==> config.mk <==
export PLATFORM = sky130hd
export DESIGN_NAME = wdt_guard
export DESIGN_NICKNAME = d
export VERILOG_FILES = /design/src/rtl/wdt_pkg.sv /design/src/rtl/wdt_decode.sv /design/src/rtl/wdt_lock.sv /design/src/rtl/wdt_core.sv /design/src/rtl/wdt_guard.sv
export SDC_FILE = /design/constraint.sdc
export NUM_CORES = 1
export LEC_CHECK = 0
export ABC_AREA = 0
export ABC_CLOCK_PERIOD_IN_PS = 5200
export BUFFER_PORTS_ARGS = -buffer_cell sky130_fd_sc_hd__buf_4
export CAP_MARGIN = 20
export CORE_ASPECT_RATIO = 1.1
export CORE_MARGIN = 3
export CORE_UTILIZATION = 45
export CTS_BUF_LIST = sky130_fd_sc_hd__clkbuf_4 sky130_fd_sc_hd__clkbuf_8
export CTS_CLUSTER_DIAMETER = 60
export DETAILED_ROUTE_END_ITERATION = 12
export GPL_ROUTABILITY_DRIVEN = 0
export PLACE_DENSITY = 0.76
export SYNTH_ARGS = -nofsm -noshare
export SYNTH_HDL_FRONTEND = slang
export SYNTH_SLANG_ARGS = --single-unit
==> constraint.sdc <==
create_clock -name clk -period 5.2 [get_ports clk]
set_input_delay 0.26 -clock clk [delete_from_list [all_inputs] [get_ports clk]]
set_output_delay 0.26 -clock clk [all_outputs]
set_load 0.05 [all_outputs]
==> src/rtl/wdt_pkg.sv <==
package wdt_pkg;
    localparam int DW      = 32;
    localparam int REG_LSB = 2;
    localparam int IDX_W   = 3;

    localparam logic [DW-1:0] UNLOCK_KEY = 32'h1ACCE551;

    localparam int CTRL_EN_BIT   = 0;
    localparam int CTRL_RST_BIT  = 1;
    localparam int CLR_TO_BIT    = 0;
    localparam int TEST_STALL_BIT = 0;

    typedef enum logic [IDX_W-1:0] {
        REG_LOAD  = 3'd0,
        REG_COUNT = 3'd1,
        REG_CTRL  = 3'd2,
        REG_CLR   = 3'd3,
        REG_RAW   = 3'd4,
        REG_MSK   = 3'd5,
        REG_LOCK  = 3'd6,
        REG_TEST  = 3'd7
    } wdt_reg_e;

    typedef struct packed {
        logic load_wr;
        logic ctrl_wr;
        logic clr_wr;
        logic lock_wr;
        logic test_wr;
    } wdt_strobe_t;

    typedef struct packed {
        logic [DW-1:0] load;
        logic [DW-1:0] count;
        logic          en;
        logic          rst_en;
        logic          ris;
        logic          stall;
        logic          locked;
    } wdt_view_t;

    function automatic logic [DW-1:0] zext1(input logic b);
        return {{(DW-1){1'b0}}, b};
    endfunction
endpackage

==> src/rtl/wdt_decode.sv <==
module wdt_decode
    import wdt_pkg::*;
#(
    parameter int ADDR_W = 5
) (
    input  logic              bus_wr,
    input  logic [ADDR_W-1:0] bus_addr,
    input  wdt_view_t         view,
    output wdt_strobe_t       strb,
    output logic [DW-1:0]     rdata
);
    localparam int TOP_LSB = REG_LSB + IDX_W;

    logic     aligned;
    logic     hit;
    wdt_reg_e idx;

    assign aligned = (bus_addr[REG_LSB-1:0] == '0) && ((bus_addr >> TOP_LSB) == '0);
    assign idx     = wdt_reg_e'(bus_addr[REG_LSB +: IDX_W]);
    assign hit     = bus_wr && aligned;

    always_comb begin
        strb = '0;
        if (hit) begin
            case (idx)
                REG_LOAD: strb.load_wr = 1'b1;
                REG_CTRL: strb.ctrl_wr = 1'b1;
                REG_CLR:  strb.clr_wr  = 1'b1;
                REG_LOCK: strb.lock_wr = 1'b1;
                REG_TEST: strb.test_wr = 1'b1;
                default:  strb = '0;
            endcase
        end
    end

    always_comb begin
        rdata = '0;
        if (aligned) begin
            case (idx)
                REG_LOAD:  rdata = view.load;
                REG_COUNT: rdata = view.count;
                REG_CTRL:  rdata = zext1(view.en) | (zext1(view.rst_en) << CTRL_RST_BIT);
                REG_CLR:   rdata = '0;
                REG_RAW:   rdata = zext1(view.ris);
                REG_MSK:   rdata = zext1(view.ris && view.en);
                REG_LOCK:  rdata = zext1(view.locked);
                REG_TEST:  rdata = zext1(view.stall) << TEST_STALL_BIT;
                default:   rdata = '0;
            endcase
        end
    end
endmodule

==> src/rtl/wdt_lock.sv <==
module wdt_lock
    import wdt_pkg::*;
(
    input  logic          clk,
    input  logic          rst,
    input  logic          lock_wr,
    input  logic [DW-1:0] wdata,
    output logic          locked_q
);
    always_ff @(posedge clk) begin
        if (rst) begin
            locked_q <= 1'b0;
        end else if (lock_wr) begin
            locked_q <= (wdata != UNLOCK_KEY);
        end
    end

    // the key opens, anything else closes
    p_key_opens_r6: assert property (@(posedge clk) disable iff (rst)
        (lock_wr && wdata == UNLOCK_KEY) |=> !locked_q);
    p_other_closes_r6: assert property (@(posedge clk) disable iff (rst)
        (lock_wr && wdata != UNLOCK_KEY) |=> locked_q);
    p_lock_hold_r6: assert property (@(posedge clk) disable iff (rst)
        !lock_wr |=> $stable(locked_q));
endmodule

==> src/rtl/wdt_core.sv <==
module wdt_core
    import wdt_pkg::*;
#(
    parameter logic [DW-1:0] RESET_LOAD = '1
) (
    input  logic          clk,
    input  logic          rst,
    input  wdt_strobe_t   strb,
    input  logic [DW-1:0] wdata,
    input  logic          locked,
    input  logic          dbg_halt,
    output logic [DW-1:0] load_q,
    output logic [DW-1:0] count_q,
    output logic          en_q,
    output logic          rst_en_q,
    output logic          ris_q,
    output logic          stall_q,
    output logic          rst_req_q
);
    logic ld_acc;
    logic ctl_acc;
    logic clr;
    logic tick;
    logic expire;

    assign ld_acc  = strb.load_wr && !locked;
    assign ctl_acc = strb.ctrl_wr && !locked;
    assign clr     = strb.clr_wr && wdata[CLR_TO_BIT];
    assign tick    = en_q && !(stall_q && dbg_halt);
    assign expire  = tick && (count_q == '0) && !ld_acc && !clr;

    // configuration bits
    always_ff @(posedge clk) begin
        if (rst) begin
            en_q     <= 1'b0;
            rst_en_q <= 1'b0;
            stall_q  <= 1'b0;
            load_q   <= RESET_LOAD;
        end else begin
            if (ctl_acc) begin
                en_q     <= en_q | wdata[CTRL_EN_BIT];
                rst_en_q <= wdata[CTRL_RST_BIT];
            end
            if (strb.test_wr) begin
                stall_q <= wdata[TEST_STALL_BIT];
            end
            if (ld_acc) begin
                load_q <= wdata;
            end
        end
    end

    // counter, pending timeout, reset request
    always_ff @(posedge clk) begin
        if (rst) begin
            count_q   <= RESET_LOAD;
            ris_q     <= 1'b0;
            rst_req_q <= 1'b0;
        end else begin
            if (ld_acc) begin
                count_q <= wdata;
            end else if (clr || expire) begin
                count_q <= load_q;
            end else if (tick) begin
                count_q <= count_q - 1'b1;
            end

            if (ld_acc && wdata == '0) begin
                ris_q <= 1'b1;
            end else if (clr) begin
                ris_q <= 1'b0;
            end else if (expire) begin
                ris_q <= 1'b1;
            end

            if (expire && ris_q && rst_en_q) begin
                rst_req_q <= 1'b1;
            end
        end
    end

    // idle counter holds
    p_idle_hold_r2: assert property (@(posedge clk) disable iff (rst)
        (!en_q && !strb.load_wr && !strb.clr_wr) |=> $stable(count_q));
    // one step per cycle
    p_step_r3: assert property (@(posedge clk) disable iff (rst)
        (en_q && !stall_q && count_q != '0 && !strb.load_wr && !strb.clr_wr)
        |=> (count_q == $past(count_q) - 1'b1));
    // reset only after a pending timeout with reset enabled; sticky
    p_rst_cause_r4: assert property (@(posedge clk) disable iff (rst)
        $rose(rst_req_q) |-> $past(ris_q && rst_en_q));
    p_rst_sticky_r4: assert property (@(posedge clk) disable iff (rst)
        rst_req_q |=> rst_req_q);
    // accepted load copies into counter
    p_load_copy_r5: assert property (@(posedge clk) disable iff (rst)
        (strb.load_wr && !locked) |=> (count_q == $past(wdata)) && (load_q == $past(wdata)));
    // locked writes ignored
    p_locked_ctrl_r7: assert property (@(posedge clk) disable iff (rst)
        (locked && strb.ctrl_wr) |=> $stable(rst_en_q) && $stable(en_q));
    p_locked_load_r7: assert property (@(posedge clk) disable iff (rst)
        (locked && strb.load_wr) |=> $stable(load_q));
    // clear removes the pending timeout
    p_clear_r9: assert property (@(posedge clk) disable iff (rst)
        (strb.clr_wr && wdata[CLR_TO_BIT] && !strb.load_wr) |=> !ris_q);
    // stalled counter holds
    p_stall_r10: assert property (@(posedge clk) disable iff (rst)
        (stall_q && dbg_halt && !strb.load_wr && !strb.clr_wr) |=> $stable(count_q));
    // enable is sticky
    p_en_sticky_r11: assert property (@(posedge clk) disable iff (rst)
        en_q |=> en_q);
endmodule

==> src/rtl/wdt_guard.sv <==
module wdt_guard
    import wdt_pkg::*;
#(
    parameter int              ADDR_W     = 5,
    parameter logic [DW-1:0]   RESET_LOAD = '1
) (
    input  logic              clk,
    input  logic              rst,
    input  logic              bus_wr,
    input  logic [ADDR_W-1:0] bus_addr,
    input  logic [DW-1:0]     bus_wdata,
    output logic [DW-1:0]     bus_rdata,
    input  logic              dbg_halt,
    output logic              wdt_irq,
    output logic              sys_rst_req
);
    wdt_strobe_t   strb;
    wdt_view_t     view;
    logic [DW-1:0] load_q;
    logic [DW-1:0] count_q;
    logic          en_q;
    logic          rst_en_q;
    logic          ris_q;
    logic          stall_q;
    logic          locked_q;
    logic          rst_req_q;

    wdt_decode #(.ADDR_W(ADDR_W)) u_decode (
        .bus_wr   (bus_wr),
        .bus_addr (bus_addr),
        .view     (view),
        .strb     (strb),
        .rdata    (bus_rdata)
    );

    wdt_lock u_lock (
        .clk      (clk),
        .rst      (rst),
        .lock_wr  (strb.lock_wr),
        .wdata    (bus_wdata),
        .locked_q (locked_q)
    );

    wdt_core #(.RESET_LOAD(RESET_LOAD)) u_core (
        .clk       (clk),
        .rst       (rst),
        .strb      (strb),
        .wdata     (bus_wdata),
        .locked    (locked_q),
        .dbg_halt  (dbg_halt),
        .load_q    (load_q),
        .count_q   (count_q),
        .en_q      (en_q),
        .rst_en_q  (rst_en_q),
        .ris_q     (ris_q),
        .stall_q   (stall_q),
        .rst_req_q (rst_req_q)
    );

    always_comb begin
        view.load   = load_q;
        view.count  = count_q;
        view.en     = en_q;
        view.rst_en = rst_en_q;
        view.ris    = ris_q;
        view.stall  = stall_q;
        view.locked = locked_q;
    end

    assign wdt_irq     = ris_q && en_q;
    assign sys_rst_req = rst_req_q;

    // the interrupt only follows an enabled, pending timeout
    p_irq_gate_r8: assert property (@(posedge clk) disable iff (rst)
        $rose(wdt_irq) |-> (ris_q && en_q));
endmodule

Yosys cells after proc, flatten, opt, wreduce, memory -nomap -nowiden

Cells that the tools add are included.
W data, S select, Z words.

Flip-flop bits (word level): 70
Input bits: 41
Logic and storage cells: 57
Output and inout bits: 34

Bitwise operators: 2
Reduce and logical (&&, ||, !) cells: 24
Multiplexer cells: 14
$add $sub $neg: 1
Equality and inequality tests: 8

Operators with widths:

| kind                    | count |
|---|---|
| $pmux W32 S8            | 1 |
| $mux W32                | 4 |
| $logic_not A32 Y1       | 2 |
| $ne A32 B29 Y1 const B  | 1 |
| $sub A32 B1 Y32 const B | 1 |
| $logic_and A1 B1 Y1     | 13 |
| $eq A3 B3 Y1 const B    | 4 |
| $mux W1                 | 8 |
| $eq A3 B2 Y1 const B    | 2 |
| $reduce_bool A3 Y1      | 2 |
| $mux W5                 | 1 |
| $logic_not A1 Y1        | 4 |
| $eq A3 B1 Y1 const B    | 1 |
| $logic_not A3 Y1        | 1 |
| $logic_not A2 Y1        | 1 |
| $or A1 B2 Y2            | 1 |
| $logic_or A1 B1 Y1      | 1 |
| $or A1 B1 Y1            | 1 |

Longest topological paths before layout

Gate-level depths: netlist (run 1).

Word-level depth: 10
Mapped depth: 10

Hierarchy

Synthesis (run 1) repeated with hierarchy kept, for this count alone.

Cells, all modules: 612
Area total of the unflattened synthesis: 4767.1 sq um

Modules (own cells, without submodules):

| module     | cells an instance | times used | area an instance (sq um) |
|---|---|---|---|
| wdt_core   | 496               | 1          | 3758.6 |
| wdt_decode | 100               | 1          | 860.8 |
| wdt_lock   | 15                | 1          | 141.4 |
| wdt_guard  | 1                 | 1          | 6.3 |

Least setup slack after synthesis (run 1)

OpenSTA, ideal clock, no wires.

Path kind: input -> output
From: input port bus_addr[1]
To: output port bus_rdata[1]
Slack: 2.670 ns
Arrival: 2.270 ns
Buffers on the path: 1
Stages on the path: 3
Cells stage by stage: or2_2 clkbuf_1 nor4_1

Word-level cells in the longest chain between the ends: 2

RTL lines:

| what             | line             | RTL |
|---|---|---|
| start, declared  | wdt_guard.sv:10  | `input logic [ADDR_W-1:0] bus_addr,` |
| $logic_not A2 Y1 | wdt_decode.sv:18 | `assign aligned = (bus_addr[REG_LSB-1:0] == '0) && ((bus_addr >> TOP_LSB) == '0);` |
| $mux W32         | wdt_decode.sv:38 | `if (aligned) begin` |
| end, declared    | wdt_guard.sv:12  | `output logic [DW-1:0] bus_rdata,` |

Every way passes these cells.

Worst setup path in the final report (run 1)

From: register u_core.count_q[0]
To: register u_core.count_q[22]

Word-level cells in the longest chain between the ends: 7
Elaborated cells on any way between the ends: 10
Classes of those cells: add/sub: 1; mux: 3; reduce/logical: 6

RTL lines:

| what                                                    | line           | RTL |
|---|---|---|
| start, declared                                         | wdt_core.sv:13 | `output logic [DW-1:0] count_q,` |
| start signal, assigned                                  | wdt_core.sv:61 | `count_q <= wdata;` |
| start signal, assigned                                  | wdt_core.sv:63 | `count_q <= load_q;` |
| start signal, assigned                                  | wdt_core.sv:65 | `count_q <= count_q - 1'b1;` |
| branches (longest 7 deep; another with $sub A32 B1 Y32) | n/a            |  |

Several ways; the timed one is not identified. The select of a mux whose other input is x is not followed.
A chain may end at the register's enable or synchronous reset.

==> metrics.md, run 1 <==
| Metric | Value |
|---|---|
| Status | finished clean |
| Syn Area/Cell | 7.66 µm² |
| Number of global-route vias before repair | 4514 |
| # diodes | 0 |
| Nets@finish | 641 |
| Total number of vias | 4543 |
| Leak | 2.06 nW |
| Die height | 107 µm |
| Setup CP Type | reg2reg |
| Synth area leader | dfxtp_1 |
| Post-Synthesis Cells | 549 |
| Max-cap violation count | 0 |
| Mean routed wirelength per cell | 19.2 µm |
| EDFF count, synth | 0 |
| Synth cell types | 63 |
| CP Data Required Time | 5440 ps |
| Cell with the largest stage delay on the worst path | or2_1 |
| Layout area overhead | 18.1% |
| Synth Flop Type | dfxtp_1 |
| I/O Buffers | 74 |
| Startpoint type of the worst setup path | flop |
| Post-cts sizing count | 0 |
| Final Setup Violations | 0 |
| First-pass DRT Iterations | 5 |
| Worst-Skew Late Latency | 350 ps |
| Top cells by area, synth | dfxtp_1 33%, nand2_1 7.0%, nor2_1 7.0% |
| Fmax | 314 MHz |
| Fin Setup TNS | 0 ps |
| Count of final max-slew check failures | 0 |
| 1st-iter DRT viols | 468 |
| DRC viols | 0 |
| CP Capture Type | flop |
| Slowest stage delay, CP | 660 ps |
| Most common cell in the synthesized netlist | nand2_1 |
| Total Routing Usage GR | 0.256 |
| Synthesized cell area | 4210 µm² |
| Routed Antenna Nets | 0 |
| DP Cell Count | 702 |
| Die ar. | 10500 µm² |
| Top post-synthesis cells by count | 79 x nand2_1, 78 x nor2_1, 70 x dfxtp_1 |
| TritonCTS clock tree | yes |
| Slew HR | 0.298 |
| TritonCTS Buffers | 9 |
| Yosys reg bits | 70 |
| Crit path DAT | 3420 ps |
| Core area | 8960 µm² |
| Clock transition at path regs | 80 ps |
| Detail Placement HPWL | 9440 µm |
| Final wirelength | 13800 µm |
| Worst path bufs/invs | 2 |
| Largest fanout on the critical path | 19 |
| H-tree depth | 3 |
| Sequential share of the synthesized area | 0.333 |
| Worst VDD drop | 0.139 mV |
| Tmin final | 3180 ps |
| Via density | 6.34 |
| Final period util | 0.611 |
| Fraction of layout cells with a size suffix above 1 | 0.199 |
| Num rows | 36 |
| Antenna violations before repair | 0 |
| Final Non-Filler Cells | 717 |
| Cts-stage hold buffer count | 0 |
| Die X | 98.2 µm |
| First-pass GRT wire length | 22100 µm |
| Clock sinks | 70 |
| Clk buf depth | 2 |
| Remaining global-route overflow | 0 |
| Worst slew pin tran | 1050 ps |
| Crit-path leading delay family | simple AND/OR/NAND/NOR gates |
| Critical path cell sequence | inv_1 -> ha_1 -> nor4b_2 -> nand4_1 -> nor4_2 -> buf_4 -> or2_1 -> a21oi_1 -> a221o_1 |
| CTS Root Cell | clkbuf_8 |
| Design Power | 1.16 mW |
| Hold crit path type | in2reg |
| Syn nets | 591 |
| Initial Utilization | 0.469 |
| IO Count | 75 |
| Final hold vios | 0 |
| Setup Fix Bufs, Post-CTS | 0 |
| Worst-case clock skew | 9.12 ps |
| Syn. warnings | 0 |
| Pin count of the biggest net entering global routing | 41 |
| Fillers | 832 |
| Share of flip-flops with an asynchronous set or reset | 0 |
| Power per standard cell area | 234 nW/µm² |
| Unrepaired setup endpoints after global routing | no |
| Top cell type's share of synthesized area | 0.333 |
==> cells by family (layout without fill, tap and decap cells) <==
family,after synthesis,count (layout),share of synthesized area
and+or+nand+nor,264,264,0.327
AOI/OAI and AO/OA,135,135,0.221
DFF,70,70,0.333
buffers and inverters,50,104,0.0538
xor gates and xnor gates,23,23,0.0479
muxes,6,6,0.0146
adders and majority gates,1,1,0.00297
==> tightest hold or removal path, delay by kind of cell <==
kind                   cells  cell delay [ps]
and+or+nand+nor            1               60
AOI/OAI and AO/OA          1               60
buffers and inverters      1               90
==> through the flow <==
stage          setup slack (ps)  instance area [µm²]  hold WS, ps  utilization
6_report                   2020                 4970          143        0.554
4_1_cts                    2140                 4970          136        0.554
3_3_place_gp               1960                 4770          443        0.533
3_5_place_dp               1780                 4770          452        0.533
2_1_floorplan              2670                 4210          378            -
5_1_grt                    1890                 4970          157        0.554
==> path summary, 6_finish.rpt <==
path                   endpoint  cells past startpoint  slack [ps]               from
max          u_core.count_q[22]                      9        2020  u_core.count_q[0]
min            u_core.load_q[3]                      3         140       bus_wdata[3]
max reg2reg  u_core.count_q[22]                      9        2020  u_core.count_q[0]
min reg2reg    u_core.load_q[5]                      2         460   u_core.load_q[5]
==> report_power, final <==
group	switching, mW	leakage, nW	internal, mW
logic	0.0983	1.39	0.0581
clock network	0.211	0.0986	0.236
registers	0.0135	0.568	0.545
==> layer usage <==
layer / GRT usage / part of all wire / vias up
met5: 0 / 0 / -
met4: 0.138 / 0.035 / 0
met1: 0.323 / 0.39 / 2100
met2: 0.422 / 0.48 / 279
li1: - / - / 2118
met3: 0.0363 / 0.098 / 46
==> state kept, by name, summed over array words and instances, names as in the netlist <==
name,flops
u_core.ris_q,1
u_core.rst_req_q,1
u_core.rst_en_q,1
u_lock.locked_q,1
u_core.load_q,32
u_core.count_q,32
u_core.en_q,1
u_core.stall_q,1
==> layout make-up <==
class,count,area (µm²),share of cell area
timing repair buffer,80,601,0.121
clock buffer,11,145,0.0292
sequential,70,1400,0.282
tap,114,143,0.0287
inverter,9,33.8,0.00680
multi-input combinational,429,2590,0.523
clock inverter,4,47.5,0.00957
==> cell usage in the layout, fill, tap and decap left out, types with 3 or more instances in the layout <==
| cell | Yosys | layout |
|---|---|---|
| clkbuf_8 | 0 | 10 |
| inv_1 | 9 | 9 |
| or3_1 | 4 | 4 |
| dfxtp_1 | 70 | 70 |
| nor4_2 | 4 | 4 |
| nor2_1 | 78 | 78 |
| mux2i_1 | 5 | 5 |
| a22oi_1 | 30 | 30 |
| o221ai_1 | 9 | 9 |
| a21oi_1 | 38 | 38 |
| a21boi_0 | 6 | 6 |
| nor3_1 | 18 | 16 |
| or4_1 | 6 | 6 |
| a221oi_1 | 3 | 3 |
| nand2_1 | 79 | 79 |
| nor4_4 | 4 | 4 |
| nand4_1 | 15 | 15 |
| o211ai_1 | 13 | 13 |
| xnor2_1 | 13 | 13 |
| o21ai_0 | 15 | 15 |
| o41ai_2 | 3 | 3 |
| nor4_1 | 16 | 16 |
| nand3_1 | 17 | 17 |
| buf_4 | 2 | 80 |
| xor2_1 | 10 | 10 |
Note: power is estimated with default switching activity, not from simulation.
==> inputs of run 2 (changes only) <==
--- a/config.mk
+++ b/config.mk
@@ -5,8 +5,8 @@
 export SDC_FILE = /design/constraint.sdc
 export NUM_CORES = 1
 export LEC_CHECK = 0
-export ABC_AREA = 0
-export ABC_CLOCK_PERIOD_IN_PS = 5200
+export ABC_AREA = 1
+export ABC_CLOCK_PERIOD_IN_PS = 2900
 export BUFFER_PORTS_ARGS = -buffer_cell sky130_fd_sc_hd__buf_4
 export CAP_MARGIN = 20
 export CORE_ASPECT_RATIO = 1.1
@@ -16,7 +16,7 @@
 export CTS_CLUSTER_DIAMETER = 60
 export DETAILED_ROUTE_END_ITERATION = 12
 export GPL_ROUTABILITY_DRIVEN = 0
-export PLACE_DENSITY = 0.76
+export PLACE_DENSITY = 0.77
 export SYNTH_ARGS = -nofsm -noshare
 export SYNTH_HDL_FRONTEND = slang
 export SYNTH_SLANG_ARGS = --single-unit
==> constraint.sdc (replaced) <==
create_clock -name clk -period 2.9 [get_ports clk]
set_input_delay 0.145 -clock clk [delete_from_list [all_inputs] [get_ports clk]]
set_output_delay 0.145 -clock clk [all_outputs]
set_load 0.05 [all_outputs]
==> run 2 against run 1 <==
  * Clock-buffer cell count grew 2
  * Non-clock buffer count shrank 1
  * Synthesized cell count grew 37%
  * Worst hold slack lost 100 ps
  * Critical endpoint is now u_core.count_q[28]
  * Largest power group unchanged
==> metrics.md, run 2 <==
| Metric | Value |
|---|---|
| Top post-synthesis cells by count | 263 x nand2_1, 88 x nor2_1, 70 x dfxtp_1 |
| Post-DP Area | 5250 µm² |
| First-pass DRT Iterations | 5 |
| Clock transition at path regs | 80 ps |
| Total Routing Usage GR | 0.251 |
| Via density | 5.37 |
| DRC viols | 0 |
| Slew HR | 0.401 |
| Yosys reg bits | 70 |
| Synth cell types | 39 |
| Share of flip-flops with an asynchronous set or reset | 0 |
| Core area | 9980 µm² |
| Routed Antenna Nets | 0 |
| Fmax | 437 MHz |
| Nets@finish | 855 |
| Cts-stage hold buffer count | 0 |
| Cell with the largest stage delay on the worst path | inv_4 |
| Final hold vios | 0 |
| Final Non-Filler Cells | 936 |
| Unrepaired setup endpoints after global routing | no |
| Switching power | 594 µW |
| Post-cts sizing count | 0 |
| Startpoint type of the worst setup path | flop |
| Die X | 103 µm |
| Antenna violations before repair | 0 |
| Biggest regs | u_core.count_q: 32 flops, u_core.load_q: 32 flops |
| Crit path DAT | 2600 ps |
| Hold Startpoint | bus_wdata[12] |
| Net Sw Frac | 0.288 |
| Most common cell in the synthesized netlist | nand2_1 |
| Remaining global-route overflow | 0 |
| Worst VDD drop | 0.268 mV |
| Count of final max-slew check failures | 0 |
| Worst slew pin tran | 898 ps |
| Tmin final | 2290 ps |
| 1st-iter DRT viols | 340 |
| Post-Synthesis Cells | 754 |
| Leak | 2.44 nW |
| Worst Hold Endpoint | u_core.load_q[12] |
| Worst flop-to-flop path startpoint | u_core.count_q[0] |
| Commonest non-fill, non-tap cell in the layout | nand2_1 |
| TritonCTS clock tree | yes |
| Finished Cell Area | 5450 µm² |
| Final Setup Violations | 0 |
| Fin Setup TNS | 0 ps |
| Layout Utilization | 0.546 |
| Final wirelength | 14200 µm |
| DP Cell Count | 921 |
| Worst-case clock skew | 7.15 ps |
| CP Capture Type | flop |
| Worst-Skew Late Latency | 360 ps |
| CP Data Required Time | 3210 ps |
| Num rows | 38 |
| Reg power frac | 0.487 |
| Max-cap violation count | 0 |
| TritonCTS Buffers | 9 |
| Status | finished clean |
| Die ar. | 11600 µm² |
| Syn Area/Cell | 6.16 µm² |
| Fraction of layout cells with a size suffix above 1 | 0.161 |
| Detail Placement HPWL | 10400 µm |
| Syn. warnings | 0 |
| Synth area leader | dfxtp_1 |
| Setup Fix Bufs, Post-CTS | 0 |
| H-tree depth | 3 |
| Clk buf depth | 2 |
| Total number of vias | 5023 |
| Reg2reg end | u_core.count_q[28] |
| Pin count of the biggest net entering global routing | 37 |
| Clock sinks | 70 |
| Reg2reg setup slack | 610 ps |
| Die height | 113 µm |
| Power per standard cell area | 378 nW/µm² |
| Final period util | 0.790 |
| Clock Power Share | 0.368 |
| Top cell type's share of synthesized area | 0.301 |
| Initial Utilization | 0.466 |
| Sequential share of the synthesized area | 0.301 |
| IO Count | 75 |
| Synthesized cell area | 4650 µm² |
| Min-Delay Path Depth | 3 |
| Hold crit path type | in2reg |
| Mean routed wirelength per cell | 15.2 µm |
| Most frequent cells in the layout | 263 x nand2_1, 88 x nor2_1, 77 x buf_4 |
| Critical path cell sequence | inv_1 -> ha_1 -> nand2_2 -> nor2_4 -> inv_2 -> nor2_8 -> nand2_4 -> nand4_4 -> inv_4 -> a21boi_0 -> nand2_1 |
| Largest fanout on the critical path | 28 |
| Slowest stage delay, CP | 490 ps |
| I/O Buffers | 74 |
| CTS Root Cell | clkbuf_8 |
| Synth Flop Type | dfxtp_1 |
| # diodes | 0 |
| Number of global-route vias before repair | 4642 |
| EDFF count, synth | 0 |
| Logic pwr share | 0.146 |
| Layout area overhead | 17.3% |
| First-pass GRT wire length | 23000 µm |
| Syn nets | 796 |
| Top cells by area, synth | dfxtp_1 30%, nand2_1 21%, nor2_1 7.1% |
| R2R depth | 11 |
| Setup CP Type | reg2reg |
| Int Power | 1.47 mW |
==> run 2: cell types whose count changed after synthesis, moves of 11 or more <==
cell,delta
a21oi_1,+24
a21oi_2,+12
a22oi_1,-30
inv_1,+46
nand2_1,+184
nand3_1,+40
nor4_1,-12
o211ai_1,-11
==> run 2: layer usage <==
metal / vias up / global-route usage / wire [µm]
li1: 2538 / - / -
met1: 2250 / 0.341 / 6110
met2: 207 / 0.397 / 6720
met3: 28 / 0.0329 / 985
met4: 0 / 0.104 / 418
met5: - / 0 / 0
==> run 2: metrics by stage <==
| step | hold slack (ps) | power [mW] | setup WS, ps |
|---|---|---|---|
| after floorplan | 275 | 1.20 | 1110 |
| after global placement | 400 | 1.32 | 663 |
| after detailed placement | 404 | 1.32 | 600 |
| after CTS | 31.7 | 2.06 | 598 |
| after global routing | 52.9 | 2.13 | 378 |
| final | 43.3 | 2.06 | 610 |
==> run 2: critical path: cells and delay by family (launching register included) <==
family	cells	cell delay, ps
flops	1	330
compound gates	1	150
fa+ha+maj	1	270
buf+inv	3	670
simple gates	6	810
==> run 2: power groups by stage <==
stage          Clock [mW]  Combinational (mW)  Sequential, mW
3_5_place_dp            0               0.294            1.03
4_1_cts             0.759               0.295            1.00
2_1_floorplan           0               0.178            1.02
3_3_place_gp            0               0.292            1.03
6_report            0.758               0.300            1.00
5_1_grt             0.801               0.327            1.01
==> run 2: area by class of cell <==
type                            instances  area (µm²)
Clock inverter                          1        5.00
Clock buffer                           13         173
Sequential cell                        70        1400
Multi-Input combinational cell        592        2860
Tap cell                              120         150
Timing Repair Buffer                   79         626
Inverter                               61         231
Fill cell                            1030        4530
==> run 2: worst max-delay path by stage <==
| stage | cells after the start | startpoint | end |
|---|---|---|---|
| after floorplan | 12 | u_core.count_q[0] | u_core.count_q[11] |
| after global placement | 11 | u_core.count_q[0] | u_core.count_q[29] |
| after detailed placement | 11 | u_core.count_q[0] | u_core.count_q[28] |
| after CTS | 11 | u_core.count_q[0] | u_core.count_q[28] |
| after global routing | 11 | u_core.count_q[0] | u_core.count_q[29] |
| final | 11 | u_core.count_q[0] | u_core.count_q[28] |
==> run 2: cells by family (layout without fill, tap and decap cells) <==
kind of cell,Yosys count,count (layout),synth area share
flops,70,70,0.301
buf+inv,92,154,0.0824
fa+ha+maj,1,1,0.00269
simple gates,451,451,0.419
xor+xnor,25,25,0.0471
compound gates,115,115,0.148
